==> src/rtl/tick_timer_pkg.sv <==
package tick_timer_pkg;
  localparam int MODE_W = 3;
  localparam int OMODE_W = 2;
  localparam logic [MODE_W-1:0] MODE_FREE = 3'd0;
  localparam logic [MODE_W-1:0] MODE_CTC  = 3'd2;
  localparam logic [OMODE_W-1:0] OUT_TOGGLE = 2'd1;
  localparam int EV_OVF = 0;
  localparam int EV_CMP = 1;
  localparam int NUM_EV = 2;
endpackage

==> src/rtl/tick_timer_count.sv <==
module tick_timer_count
  import tick_timer_pkg::*;
#(
  parameter int W = 8
) (
  input  logic              clk,
  input  logic              rst,
  input  logic              tick,
  input  logic [MODE_W-1:0] mode,
  input  logic              cnt_wr,
  input  logic [W-1:0]      cnt_wdata,
  input  logic [W-1:0]      compare,
  output logic [W-1:0]      count,
  output logic              match_ev,
  output logic              wrap_ev
);
  localparam logic [W-1:0] CNT_MAX = {W{1'b1}};

  logic          mode_ok;
  logic          active;
  logic          at_top;
  logic          at_max;
  logic [W-1:0]  count_nxt;

  always_comb begin
    mode_ok  = (mode == MODE_FREE) || (mode == MODE_CTC);
    active   = tick && !cnt_wr && mode_ok;
    at_top   = (count == compare);
    at_max   = (count == CNT_MAX);
    match_ev = active && at_top;
    wrap_ev  = active && at_max;
    if (cnt_wr) begin
      count_nxt = cnt_wdata;
    end else if (active) begin
      if ((mode == MODE_CTC) && at_top) count_nxt = '0;
      else                              count_nxt = count + 1'b1;
    end else begin
      count_nxt = count;
    end
  end

  always_ff @(posedge clk) begin
    if (rst) count <= '0;
    else     count <= count_nxt;
  end
endmodule

==> src/rtl/tick_timer_flag.sv <==
module tick_timer_flag (
  input  logic clk,
  input  logic rst,
  input  logic set,
  input  logic ack,
  output logic flag
);
  always_ff @(posedge clk) begin
    if (rst)      flag <= 1'b0;
    else if (set) flag <= 1'b1;
    else if (ack) flag <= 1'b0;
  end
endmodule

==> src/rtl/tick_timer_wave.sv <==
module tick_timer_wave
  import tick_timer_pkg::*;
(
  input  logic               clk,
  input  logic               rst,
  input  logic               match_ev,
  input  logic [OMODE_W-1:0] out_mode,
  output logic               wave
);
  always_ff @(posedge clk) begin
    if (rst)                                     wave <= 1'b0;
    else if (match_ev && (out_mode == OUT_TOGGLE)) wave <= ~wave;
  end
endmodule

==> src/rtl/tick_timer.sv <==
module tick_timer
  import tick_timer_pkg::*;
#(
  parameter int W = 8
) (
  input  logic         clk,
  input  logic         rst,
  input  logic         tick,
  input  logic [2:0]   mode,
  input  logic [1:0]   out_mode,
  input  logic         cnt_wr,
  input  logic [W-1:0] cnt_wdata,
  input  logic         cmp_wr,
  input  logic [W-1:0] cmp_wdata,
  input  logic         ovf_ack,
  input  logic         cmp_ack,
  output logic [W-1:0] count,
  output logic [W-1:0] compare,
  output logic         ovf_flag,
  output logic         cmp_flag,
  output logic         wave_out
);
  logic                match_ev;
  logic                wrap_ev;
  logic [NUM_EV-1:0]   ev_set;
  logic [NUM_EV-1:0]   ev_ack;
  logic [NUM_EV-1:0]   ev_flag;

  always_ff @(posedge clk) begin
    if (rst)         compare <= '0;
    else if (cmp_wr) compare <= cmp_wdata;
  end

  tick_timer_count #(.W(W)) u_count (
    .clk       (clk),
    .rst       (rst),
    .tick      (tick),
    .mode      (mode),
    .cnt_wr    (cnt_wr),
    .cnt_wdata (cnt_wdata),
    .compare   (compare),
    .count     (count),
    .match_ev  (match_ev),
    .wrap_ev   (wrap_ev)
  );

  always_comb begin
    ev_set         = '0;
    ev_ack         = '0;
    ev_set[EV_OVF] = wrap_ev;
    ev_set[EV_CMP] = match_ev;
    ev_ack[EV_OVF] = ovf_ack;
    ev_ack[EV_CMP] = cmp_ack;
  end

  for (genvar g = 0; g < NUM_EV; g++) begin : g_flag
    tick_timer_flag u_flag (
      .clk  (clk),
      .rst  (rst),
      .set  (ev_set[g]),
      .ack  (ev_ack[g]),
      .flag (ev_flag[g])
    );
  end

  assign ovf_flag = ev_flag[EV_OVF];
  assign cmp_flag = ev_flag[EV_CMP];

  tick_timer_wave u_wave (
    .clk      (clk),
    .rst      (rst),
    .match_ev (match_ev),
    .out_mode (out_mode),
    .wave     (wave_out)
  );
endmodule

==> config.mk <==
export PLATFORM = sky130hd
export DESIGN_NAME = tick_timer
export DESIGN_NICKNAME = d
export VERILOG_FILES = /design/src/rtl/tick_timer_pkg.sv /design/src/rtl/tick_timer_count.sv /design/src/rtl/tick_timer_flag.sv /design/src/rtl/tick_timer_wave.sv /design/src/rtl/tick_timer.sv
export SDC_FILE = /design/constraint.sdc
export NUM_CORES = 1
export LEC_CHECK = 0
export BUFFER_PORTS_ARGS = -buffer_cell sky130_fd_sc_hd__clkbuf_2
export CORE_ASPECT_RATIO = 1.75
export CORE_MARGIN = 1
export CORE_UTILIZATION = 46
export DETAILED_ROUTE_END_ITERATION = 10
export GPL_ROUTABILITY_DRIVEN = 0
export MAX_ROUTING_LAYER = met4
export PLACE_DENSITY = 0.82
export SLEW_MARGIN = 0
export SYNTH_ARGS = -nofsm -noshare
export SYNTH_HDL_FRONTEND = slang
export SYNTH_SLANG_ARGS = --single-unit
==> constraint.sdc <==
create_clock -name clk -period 1.9 [get_ports clk]
set_input_delay 0 -clock clk [delete_from_list [all_inputs] [get_ports clk]]
set_output_delay 0 -clock clk [all_outputs]
set_load 0.1 [all_outputs]
==> Yosys cells after proc, flatten, opt, wreduce, memory -nomap -nowiden <==
Cells that the tools add are included.
{ "op_classes": {"add_sub_neg": 1, "multipliers": 0, "n_div": 0, "n_lt_le_gt_ge": 0, "n_eq_ne": 4, "shift": 0, "mux": 7, "n_bitwise": 1, "reduce_logical": 12} }
{ "op_table": {"columns": ["cell", "count"], "rows": [
  ["8-bit two-way mux", 3],
  ["8-bit by 1-bit adder with 8-bit output, second input constant", 1],
  ["8-bit == test", 1],
  ["8-bit == test, second input constant", 1],
  ["1-bit logical AND", 6],
  ["2-bit nonzero test", 3],
  ["1-bit two-way mux", 4],
  ["3-bit by 2-bit == test with 1-bit output, second input constant", 1],
  ["3-bit logical NOT", 1],
  ["2-bit by 1-bit == test with 1-bit output, second input constant", 1],
  ["1-bit logical NOT", 1],
  ["1-bit logical OR", 1],
  ["1-bit inverter", 1]
]} }
{ "word_totals": {"register_bits": 19, "latchBits": 0, "mem_bits_rw": 0, "rom_bits": 0, "inputBits": 28, "output_inout_bits": 19, "wordCells": 30, "memories": 0} }

==> Depth between registers and ports, before layout <==
Gate-level depths: netlist of run 1.
{ "depth": {"depth_word": 5, "mapped_depth": 6, "mapped_depth_nobuf": 6} }

==> Modules after synthesis <==
From an unflattened synthesis of run 1, not the netlist that was laid out.
{ "unflattened": {"cells_unflattened": 115, "hier_area_um2": 1033.5} }
{ "modules_own_cells": {"columns": ["module", "n_inst", "cells_each", "area_per_inst_um2", "seq_area_each_um2"], "rows": [
  ["tick_timer_count", 1, 76, 604.3, 160.2],
  ["tick_timer", 1, 26, 285.3, 160.2],
  ["tick_timer_flag", 2, 4, 38.8, 20.0],
  ["tick_timer_wave", 1, 5, 66.3, 20.0]
]} }

==> Least setup slack after synthesis of run 1 <==
OpenSTA, ideal clock, no wires.
{ "synth_timing": {"kind": "reg2reg", "start": "register u_count.count[3]", "end": "register u_wave.wave", "setup_time_ns": 0.123, "t_arrival_ns": 2.043, "required_time_ns": 1.777, "path_slack_ns": -0.267, "path_stages_with_launch": 7, "n_path_buf": 1, "period_less_slack_ns": 2.167, "cell_sequence": "dfxtp_1 buf_6 xnor2_1 nand4_2 nor2_2 nand4b_1 mux2_1"} }
{ "synth_via": {"elab_chain_len": 3} }
{ "synth_rtl": {"columns": ["item", "line_no", "text"], "rows": [
  ["start: declaration", "tick_timer_count.sv:13", "output logic [W-1:0] count,"],
  ["start signal: assignment", "tick_timer_count.sv:44", "else count <= count_nxt;"],
  ["8-bit == test", "tick_timer_count.sv:28", "at_top = (count == compare);"],
  ["1-bit logical AND", "tick_timer_count.sv:30", "match_ev = active && at_top;"],
  ["1-bit logical AND", "tick_timer_wave.sv:12", "else if (match_ev && (out_mode == OUT_TOGGLE)) wave <= ~wave;"],
  ["end signal: assignment", "tick_timer_wave.sv:12", null],
  ["end: declaration", "tick_timer_wave.sv:8", "output logic wave"]
]} }
Every way passes these cells.
A chain may end at the register's enable or synchronous reset.

==> Worst setup path in the final report of run 1 <==
{ "layout_timing": {"start": "register u_count.count[4]", "end": "register u_wave.wave"} }
The elaborated chain is that of the path after synthesis.

==> results of run 1 <==
-- worst paths after layout --
path                                                          from                            endpoint  cells past startpoint
worst max-delay path                 u_count.count[4]$_SDFFE_PP0P_            u_wave.wave$_SDFFE_PP0P_                      5
worst min-delay path                                   out_mode[0]            u_wave.wave$_SDFFE_PP0P_                      3
worst max register to register       u_count.count[4]$_SDFFE_PP0P_            u_wave.wave$_SDFFE_PP0P_                      5
worst min register to register  g_flag[0].u_flag.flag$_SDFFE_PP0P_  g_flag[0].u_flag.flag$_SDFFE_PP0P_                      2
-- per-stage QoR --
stage	instances	utilization	instance area [µm²]	worst slack, ns
3_3_place_gp	185	0.614	1320	0.408
5_1_grt	206	0.706	1520	0.261
3_5_place_dp	185	0.614	1320	0.377
4_1_cts	206	0.706	1520	0.372
2_1_floorplan	120	-	1090	0.0657
6_report	206	0.706	1520	0.385
-- worst reg2reg max path, delay by kind of cell, from the launching register on --
kind | cells | cell delay, ns
and+or+nand+nor | 3 | 0.56
xor gates and xnor gates | 1 | 0.14
muxes | 1 | 0.32
DFF | 1 | 0.41
-- state kept, by name, indices dropped and copies added, names as in the netlist --
register            count
compare                 8
u_wave.wave             1
g_flag.u_flag.flag      2
u_count.count           8
-- layer usage --
layer / up-vias / part of all wire
met5: - / 0
met4: 0 / 0.010
met3: 2 / 0.031
met2: 29 / 0.57
met1: 537 / 0.39
li1: 553 / -
-- logic make-up (layout without fill, tap and decap cells) --
kind of cell / count (synthesis) / count (layout)
simple gates: 54 / 54
flops: 19 / 19
compound gates: 18 / 18
mux: 9 / 9
fa+ha+maj: 1 / 1
buf+inv: 8 / 70
xor+xnor: 11 / 11
-- power groups by stage --
stage	combinational, mW	clock (mW)	sequential [mW]
5_1_grt	0.366	0.233	0.459
4_1_cts	0.347	0.208	0.455
2_1_floorplan	0.105	0	0.612
3_5_place_dp	0.320	0	0.464
6_report	0.347	0.204	0.456
3_3_place_gp	0.315	0	0.462
-- cell usage after synthesis, drive strengths merged --
cell	instances	area share
a21oi	5	0.023
nand3	3	0.014
o31ai	1	0.0070
a211o	2	0.016
xnor2	8	0.066
mux2i	8	0.075
o21ai	1	0.0047
a2111oi	1	0.014
nor3	4	0.029
o311ai	1	0.0082
buf	3	0.025
o31a	1	0.0082
nand2	12	0.045
nor2	14	0.054
and4b	1	0.011
ha	1	0.012
nand4	4	0.029
or3	2	0.013
mux2	1	0.011
nor3b	1	0.012
a31oi	5	0.029
nand2b	1	0.0059
dfxtp	19	0.36
nor2b	3	0.018
nand3b	7	0.049
a21o	1	0.0070
clkbuf	3	0.011
xor2	3	0.025
inv	2	0.0070
nand4b	2	0.016
-- placed cells by master, fill, tap and decap left out, drive strengths merged, types with 2 or more instances in the layout --
master / instances
a211o: 2
a21oi: 5
a31oi: 5
clkbuf: 49
dfxtp: 19
dlygate4sd3: 17
inv: 2
mux2i: 8
nand2: 12
nand3: 3
nand3b: 7
nand4: 4
nand4b: 2
nor2: 14
nor2b: 3
nor3: 4
or3: 2
xnor2: 8
xor2: 3
-- area by class of cell --
cell class / count / area (µm²)
sequential: 19 / 400
clock inverter: 1 / 5.00
inverter: 2 / 7.51
clock buffer: 3 / 22.5
multi-input combinational: 93 / 642
fill: 180 / 632
tap: 24 / 30.0
timing repair buffer: 64 / 408
==> impl_metrics.env, run 1 <==
export IMPL_die_area_um2=2520
export IMPL_syn_area_um2=1070
export IMPL_comb_power_share=0.345
export IMPL_tns_ns=0
export IMPL_critical_path_class="reg -> reg"
export IMPL_fin_crit_ns=1.52
export IMPL_start_util=0.497
export IMPL_ff2ff_setup_slack_ns=0.38
export IMPL_clk_latency_ns=0.29
export IMPL_viasPerCell=5.44
export IMPL_max_stage_delay_ns=0.41
export IMPL_min_delay_path_class="in -> reg"
export IMPL_drcViolationCount=0
export IMPL_synth_xor_area_frac=0.0903
export IMPL_io_pin_count=47
export IMPL_cp_max_fo=5
export IMPL_crit_buf_inv=0
export IMPL_cts_root_buffer="clkbuf_4"
export IMPL_p_leak_nw=0.678
export IMPL_grt_overflow=0
export IMPL_synth_fa_ha_area_frac=0.0117
export IMPL_vias=1121
export IMPL_tightest_slew_ns=0.552
export IMPL_portBuffers=46
export IMPL_switching_share=0.394
export IMPL_seqPwrFrac=0.453
export IMPL_synth_simple_area_share=0.295
export IMPL_drtIter0Drc=23
export IMPL_whs_ns=0.00402
export IMPL_dp_hpwl_um=1970
export IMPL_core_region_area_um2=2150
export IMPL_yosysSeqAreaShare=0.356
export IMPL_yosys_warnings=0
export IMPL_syn_nets=149
export IMPL_numCtsBuffers=3
export IMPL_die_y_um=65.7
export IMPL_htree_levels=1
export IMPL_critPathRequiredTime_ns=2.10
export IMPL_antenna_cells=0
export IMPL_nets=212
export IMPL_clkPwrFrac=0.202
export IMPL_hold_buffers=17
export IMPL_intPower_mw=0.610
export IMPL_synth_top_family_by_area="simple AND/OR/NAND/NOR gates"
export IMPL_start_kind="flip-flop"
export IMPL_grt_use_met2=0.449
export IMPL_ant_nets=0
export IMPL_firstDrtPassIters=4
export IMPL_slowest_stage="dfxtp_2"
export IMPL_tritoncts="done"
export IMPL_antenna_found_initial=0
export IMPL_grt_util_met1=0.252
export IMPL_synth_compound_area_frac=0.118
export IMPL_power_mw=1.01
export IMPL_grt_max_degree=22
export IMPL_clock_sinks=19
export IMPL_run_status="complete, no violations"
export IMPL_post_cts_resized=0
export IMPL_synth_seq_cells=19
export IMPL_postSynthCellCount=120
export IMPL_drv_slew=0
export IMPL_area_delta_synth_final_pct=42.0
export IMPL_cts_buffer_depth=2
export IMPL_grt_pass1_wl_um=4400
export IMPL_hold_violations=0
export IMPL_cp_top_family="simple AND/OR/NAND/NOR gates"
export IMPL_synthDistinctLibCells=36
export IMPL_setup_viol=0
export IMPL_wl_per_cell_um=13.1
export IMPL_crit_chain="xnor2_1 > nand4_1 > nor2_2 > nand4b_1 > mux2_1"
export IMPL_synth_mux_area_frac=0.0856
export IMPL_drive_gt1_frac=0.418
export IMPL_maxSlewHeadroom=0.634
export IMPL_clock_skew_ns=0.00998
export IMPL_arrival_ns=1.71
export IMPL_syn_area_per_cell_um2=8.89
export IMPL_grt_busiest_layer="met2"
export IMPL_fmax_ghz=0.660
export IMPL_p_per_area_nw_per_um2=664
export IMPL_cap_viol_max_count=0
export IMPL_wl_um=2710
export IMPL_vdd_drop_max_uv=475
export IMPL_use_met3=0.0338
export IMPL_cts_setup_buffers=0
export IMPL_die_x_um=38.4
export IMPL_end_kind="flip-flop"
export IMPL_rsz0062_at_grt="no"
export IMPL_track_usage=0.246
export IMPL_std_cell_rows=22
export IMPL_clk_pin_slew_ns=0.12
export IMPL_p_switching_mw=0.396
export IMPL_grt_pass1_vias=1064
export IMPL_post_route_period_util=0.797
No activity file was read; power rests on OpenSTA's default activity.
==> run 2: changes to the inputs <==
--- a/config.mk
+++ b/config.mk
@@ -5,14 +5,15 @@
 export SDC_FILE = /design/constraint.sdc
 export NUM_CORES = 1
 export LEC_CHECK = 0
+export ABC_AREA = 1
 export BUFFER_PORTS_ARGS = -buffer_cell sky130_fd_sc_hd__clkbuf_2
 export CORE_ASPECT_RATIO = 1.75
 export CORE_MARGIN = 1
-export CORE_UTILIZATION = 46
+export CORE_UTILIZATION = 42
 export DETAILED_ROUTE_END_ITERATION = 10
 export GPL_ROUTABILITY_DRIVEN = 0
 export MAX_ROUTING_LAYER = met4
-export PLACE_DENSITY = 0.82
+export PLACE_DENSITY = 0.78
 export SLEW_MARGIN = 0
 export SYNTH_ARGS = -nofsm -noshare
 export SYNTH_HDL_FRONTEND = slang
==> constraint.sdc (replaced) <==
create_clock -name clk -period 1.3 [get_ports clk]
set_input_delay 0 -clock clk [delete_from_list [all_inputs] [get_ports clk]]
set_output_delay 0 -clock clk [all_outputs]
set_load 0.1 [all_outputs]
==> run 2 against run 1 <==
- die area is 16% higher
- via count grew 18%
- largest power group unchanged
- critical endpoint is now u_count.count[1]$_SDFFE_PP0P_
- worst hold slack improved by 0.021 ns
- combinational power up 72%
- sequential cell count unchanged
- clock skew decreased by 0.0087 ns
- utilization fell by 4.6 points
- total power rose by 66%
==> impl_metrics.env, run 2 <==
export IMPL_setup_viol=0
export IMPL_track_usage=0.223
export IMPL_clk_pin_slew_ns=0.07
export IMPL_hold_violations=0
export IMPL_synthArstFlopShare=0
export IMPL_critPathRequiredTime_ns=1.44
export IMPL_synth_area_leader_cell="dfxtp_1"
export IMPL_nets=271
export IMPL_crit_chain="inv_2 > nand2_2 > nand2_2 > nor2_4 > nand2_2 > inv_2 > nand3_4 > nand3_2 > a21oi_2"
export IMPL_syn_area_per_cell_um2=6.01
export IMPL_comb_power_share=0.358
export IMPL_core_region_area_um2=2520
export IMPL_antenna_found_initial=0
export IMPL_postSynthCellCount=190
export IMPL_yosys_top_cells_area="dfxtp_1 33%, nand2_1 19%, inv_1 11%"
export IMPL_hold_path_depth=3
export IMPL_min_to="compare[2]$_SDFFE_PP0P_"
export IMPL_start_util=0.452
export IMPL_postLayoutCellArea_um2=1660
export IMPL_die_area_um2=2940
export IMPL_wl_per_cell_um=11.5
export IMPL_p_switching_mw=0.692
export IMPL_run_status="complete, no violations"
export IMPL_dp_hpwl_um=2350
export IMPL_place_area_um2=1470
export IMPL_arrival_ns=1.41
export IMPL_grt_max_degree=17
export IMPL_hp_start="cmp_wdata[2]"
export IMPL_stdcell_count=267
export IMPL_final_common_cell="nand2_1"
export IMPL_intPower_mw=0.976
export IMPL_reg_top3="compare: 8 flops, u_count.count: 8 flops, g_flag.u_flag.flag: 2 flops"
export IMPL_syn_nets=219
export IMPL_cts_root_buffer="clkbuf_8"
export IMPL_clkPwrFrac=0.246
export IMPL_htree_levels=1
export IMPL_synth_top_area_share=0.333
export IMPL_die_x_um=41.4
export IMPL_seqPwrFrac=0.396
export IMPL_power_mw=1.67
export IMPL_synth_ff_type="dfxtp_1"
export IMPL_drv_slew=0
export IMPL_clock_sinks=19
export IMPL_regArea_um2=442
export IMPL_fin_crit_ns=1.27
export IMPL_ant_nets=0
export IMPL_io_pin_count=47
export IMPL_tightest_slew_ns=0.549
export IMPL_post_route_period_util=0.978
export IMPL_synth_seq_cells=19
export IMPL_grt_pass1_wl_um=5120
export IMPL_die_y_um=71.0
export IMPL_r2r_cells=9
export IMPL_clock_skew_ns=0.00124
export IMPL_maxSlewHeadroom=0.636
export IMPL_numCtsBuffers=3
export IMPL_fmax_ghz=0.787
export IMPL_cpMostUsedCell="nand2_2"
export IMPL_slowest_stage="dfxtp_4"
export IMPL_yosysSeqAreaShare=0.333
export IMPL_drive_gt1_frac=0.469
export IMPL_tritoncts="done"
export IMPL_cp_max_fo=8
export IMPL_start_kind="flip-flop"
export IMPL_whs_ns=0.0248
export IMPL_std_cell_rows=24
export IMPL_antenna_cells=0
export IMPL_yosysMostFrequentCell="nand2_1"
export IMPL_end_kind="flip-flop"
export IMPL_grt_overflow=0
export IMPL_n_fill_cell=246
export IMPL_reg2reg_from="u_count.count[6]$_SDFFE_PP0P_"
export IMPL_grt_pass1_vias=1235
export IMPL_ys_top_cells_by_count="57 x nand2_1, 33 x inv_1, 22 x a21oi_1"
export IMPL_multi_input_area_um2=734
export IMPL_crit_buf_inv=2
export IMPL_drtIter0Drc=19
export IMPL_p_per_area_nw_per_um2=1000
export IMPL_cts_buffer_depth=2
export IMPL_rsz0062_at_grt="yes"
export IMPL_yosys_warnings=0
export IMPL_cap_viol_max_count=0
export IMPL_dpl_cell_count=259
export IMPL_drcViolationCount=0
export IMPL_switching_share=0.415
export IMPL_syn_area_um2=1140
export IMPL_wl_um=3070
export IMPL_viasPerCell=4.97
export IMPL_tns_ns=0
export IMPL_p_leak_nw=0.801
export IMPL_vdd_drop_max_uv=598
export IMPL_synthDistinctLibCells=18
export IMPL_r2r_end="u_count.count[1]$_SDFFE_PP0P_"
export IMPL_min_delay_path_class="in -> reg"
export IMPL_final_cell_mix="48 x nand2_1, 46 x clkbuf_2, 23 x inv_1"
export IMPL_firstDrtPassIters=4
export IMPL_synth_edff_count=0
export IMPL_vias=1327
export IMPL_ff2ff_setup_slack_ns=0.03
export IMPL_area_delta_synth_final_pct=45.8
export IMPL_portBuffers=46
export IMPL_cp_top_family="simple AND/OR/NAND/NOR gates"
export IMPL_critical_path_class="reg -> reg"
export IMPL_clk_latency_ns=0.25
export IMPL_max_stage_delay_ns=0.38
run 2: changes by cell type in the layout (fill, tap and decap cells not counted), moves of 9 or more:
cell | previous run | this run
nand2_1 | 11 | 48
inv_1 | 2 | 23
dfxtp_4 | 0 | 16
o21ai_0 | 1 | 17
dfxtp_2 | 16 | 1
dlygate4sd3_1 | 17 | 2
a21oi_1 | 5 | 18
inv_2 | 0 | 10
nand3_2 | 0 | 9
run 2: layer usage:
metal | routed length, µm | track usage | up-vias
li1 | - | - | 696
met1 | 1230 | 0.254 | 592
met2 | 1700 | 0.392 | 32
met3 | 104 | 0.0179 | 7
met4 | 46 | 0.0896 | 0
met5 | 0 | - | -
run 2: area by class of cell:
type / count / share of cell area
inverters: 35 / 0.0820
well taps: 26 / 0.0195
repair buffers: 51 / 0.164
flip-flops and latches: 19 / 0.265
multi-input cells: 132 / 0.441
clock buffers: 3 / 0.0248
clock inverters: 1 / 0.00301
run 2: per-stage QoR:
stage | utilization | setup WS (ns)
floorplan | - | -0.0345
global placement | 0.584 | 0.0430
detailed placement | 0.584 | 0.0234
CTS | 0.610 | 0.00267
global route | 0.660 | -0.0552
finish | 0.660 | 0.0291
run 2: tightest hold or removal path, cell delays in order:
cell,delay [ns]
clkbuf_2,0.07
o21ai_0,0.07
a21oi_1,0.10
run 2: how the worst max path moves through the flow:
stage                                    endpoint                          start  cells past startpoint
floorplan           u_count.count[6]$_SDFFE_PP0P_  u_count.count[1]$_SDFFE_PP0P_                      7
global placement    u_count.count[2]$_SDFFE_PP0P_  u_count.count[7]$_SDFFE_PP0P_                      9
detailed placement  u_count.count[7]$_SDFFE_PP0P_  u_count.count[7]$_SDFFE_PP0P_                      9
CTS                 u_count.count[4]$_SDFFE_PP0P_  u_count.count[7]$_SDFFE_PP0P_                      9
global route        u_count.count[1]$_SDFFE_PP0P_  u_count.count[3]$_SDFFE_PP0P_                      9
finish              u_count.count[1]$_SDFFE_PP0P_  u_count.count[6]$_SDFFE_PP0P_                      9
run 2: timing repair:
item,in CTS,in global routing
hold endpoints to repair,2,0
hold buffers,2,0
gates resized for setup,0,35
setup endpoints to repair,0,10
setup buffers,0,2
run 2: logic make-up after synthesis:
| group | share of synthesized area |
|---|---|
| and+or+nand+nor | 0.329 |
| buffers and inverters | 0.141 |
| AOI/OAI and AO/OA | 0.178 |
| xor gates and xnor gates | 0.00768 |
| adders and majority gates | 0.0110 |
| DFF | 0.333 |
run 2: power groups by stage:
stage | clock network [mW] | registers [mW] | logic [mW]
after CTS | 0.418 | 0.655 | 0.546
after floorplan | 0 | 0.916 | 0.179
final | 0.410 | 0.661 | 0.598
after global routing | 0.439 | 0.667 | 0.647
after global placement | 0 | 0.668 | 0.538
after detailed placement | 0 | 0.668 | 0.541
==> run 3: changes to the inputs <==
--- a/config.mk
+++ b/config.mk
@@ -14,6 +14,7 @@
 export GPL_ROUTABILITY_DRIVEN = 0
 export MAX_ROUTING_LAYER = met4
 export PLACE_DENSITY = 0.78
+export REMOVE_ABC_BUFFERS = 1
 export SLEW_MARGIN = 0
 export SYNTH_ARGS = -nofsm -noshare
 export SYNTH_HDL_FRONTEND = slang
==> run 3 against run 2 <==
- the run now ends with setup timing left
- global-route usage increased by 0.46 points
- combinational power grew 9.9%
- sequential cell count unchanged
- die area unchanged
- sequential share of layout area down 2.8 points
- utilization grew 2.6 points
- register-to-register slack lost 0.12 ns
- final area rose by 3.9%
- clock power is 4% higher
- total power is 4.7% higher
- highest routed layer unchanged
==> impl_metrics.env, run 3 (synthesis gave the netlist of run 2 again) <==
export IMPL_tightest_slew_ns=0.545
export IMPL_grt_pass1_vias=1263
export IMPL_cts_root_buffer="clkbuf_8"
export IMPL_numCtsBuffers=3
export IMPL_fin_crit_ns=1.39
export IMPL_clkPwrFrac=0.245
export IMPL_fin_ws_ns=-0.0900
export IMPL_clk_pin_slew_ns=0.08
export IMPL_seqPwrFrac=0.379
export IMPL_grt_overflow=0
export IMPL_wl_um=3650
export IMPL_viasPerCell=5.15
export IMPL_tns_ns=-0.106
export IMPL_slowest_stage="dfxtp_4"
export IMPL_crit_buf_inv=1
export IMPL_drtIter0Drc=81
export IMPL_critical_path_class="reg -> reg"
export IMPL_cp_max_fo=6
export IMPL_firstDrtPassIters=4
export IMPL_rsz0062_at_grt="yes"
export IMPL_p_per_area_nw_per_um2=1010
export IMPL_core_region_area_um2=2520
export IMPL_antenna_found_initial=0
export IMPL_ant_nets=0
export IMPL_p_switching_mw=0.726
export IMPL_io_pin_count=47
export IMPL_hold_violations=0
export IMPL_critPathRequiredTime_ns=1.49
export IMPL_cp_top_family="compound AO/OA/AOI/OAI gates"
export IMPL_grt_pass1_wl_um=5230
export IMPL_switching_share=0.416
export IMPL_die_area_um2=2940
export IMPL_drcViolationCount=0
export IMPL_fmax_ghz=0.719
export IMPL_max_stage_delay_ns=0.40
export IMPL_wl_per_cell_um=13.0
export IMPL_track_usage=0.227
export IMPL_reg_top3="compare: 8 flops, u_count.count: 8 flops, g_flag.u_flag.flag: 2 flops"
export IMPL_cts_buffer_depth=2
export IMPL_vdd_drop_max_uv=796
export IMPL_final_common_cell="nand2_1"
export IMPL_comb_power_share=0.376
export IMPL_tritoncts="done"
export IMPL_arrival_ns=1.58
export IMPL_final_cell_mix="51 x nand2_1, 42 x clkbuf_2, 28 x inv_1"
export IMPL_cap_viol_max_count=0
export IMPL_clock_sinks=19
export IMPL_die_y_um=71.0
export IMPL_end_kind="flip-flop"
export IMPL_post_route_period_util=1.07
export IMPL_maxSlewHeadroom=0.638
export IMPL_portBuffers=46
export IMPL_antenna_cells=0
export IMPL_clk_latency_ns=0.26
export IMPL_start_util=0.452
export IMPL_vias=1451
export IMPL_die_x_um=41.4
export IMPL_intPower_mw=1.02
export IMPL_clock_skew_ns=0.00429
export IMPL_grt_max_degree=17
export IMPL_nets=286
export IMPL_run_status="complete, but fails checks"
export IMPL_failed_checks="setup timing"
export IMPL_power_mw=1.75
export IMPL_drv_slew=0
export IMPL_area_delta_synth_final_pct=51.5
export IMPL_drive_gt1_frac=0.461
export IMPL_htree_levels=1
export IMPL_min_delay_path_class="in -> reg"
export IMPL_std_cell_rows=24
export IMPL_start_kind="flip-flop"
export IMPL_crit_chain="ha_4 > buf_4 > nand2_1 > a21boi_0 > nand3_2 > a21oi_2"
export IMPL_setup_viol=2
export IMPL_p_leak_nw=0.872
export IMPL_dp_hpwl_um=2360
-- run 3: cell types whose count changed in the layout (fill, tap and decap cells not counted), moves of 5 or more --
cell	previous run	this run
inv_1	23	28
dfxtp_4	16	4
buf_4	3	21
dfxtp_2	1	12
-- run 3: metal layers --
metal  part of all wire  routed length [µm]  track usage  vias to the layer above
met5                  0                   0            -                        -
met4              0.031                 112       0.0860                        0
met3              0.047                 171       0.0281                       12
met2               0.54                1990        0.408                       46
met1               0.38                1380        0.248                      668
li1                   -                   -            -                      725
-- run 3: through the flow --
step	worst slack (ns)	area [µm²]	hold WS (ns)	std cells	utilization
after floorplan	-0.769	1110	0.0691	186	-
after global placement	-0.157	1480	0.258	271	0.587
after detailed placement	-0.172	1480	0.258	271	0.587
after CTS	0.00935	1580	0.0253	277	0.625
after global routing	-0.120	1730	0.0402	282	0.686
final	-0.0900	1730	0.0209	282	0.686
-- run 3: worst reg2reg max path, cell delays in order, from the launching register on --
cell and delay [ns]:
dfxtp_4 0.40, ha_4 0.16, buf_4 0.10, nand2_1 0.05, a21boi_0 0.32, nand3_2 0.14
a21oi_2 0.15
-- run 3: power groups by stage --
stage	Combinational (mW)	Clock [mW]	Sequential [mW]
2_1_floorplan	0.163	0	0.915
3_3_place_gp	0.577	0	0.665
6_report	0.657	0.427	0.663
3_5_place_dp	0.580	0	0.666
5_1_grt	0.698	0.464	0.669
4_1_cts	0.593	0.421	0.656
-- run 3: timing repair --
item	CTS	global route
buffers inserted	0	5
resized for setup	10	45
hold endpoints to repair	2	0
pin swaps	2	20
setup endpoints to repair	10	10
hold buffers	2	0
-- run 3: final cells by class --
class	count	area, µm²
Fill cell	228	793
Multi-Input combinational cell	132	709
Clock buffer	3	41.3
Timing Repair Buffer	66	399
Clock inverter	1	5.00
Inverter	35	131
Tap cell	26	32.5
Sequential cell	19	410
-- run 3: path summary, 6_finish.rpt --
check                                                           to  slack [ns]  cells after the start                          startpoint
worst min register to register  g_flag[0].u_flag.flag$_SDFFE_PP0P_        0.47                      2  g_flag[0].u_flag.flag$_SDFFE_PP0P_
worst min-delay path                       compare[5]$_SDFFE_PP0P_        0.02                      3                        cmp_wdata[5]
worst max-delay path                 u_count.count[2]$_SDFFE_PP0P_       -0.09                      6       u_count.count[1]$_SDFFE_PP0P_
worst max register to register       u_count.count[2]$_SDFFE_PP0P_       -0.09                      6       u_count.count[1]$_SDFFE_PP0P_
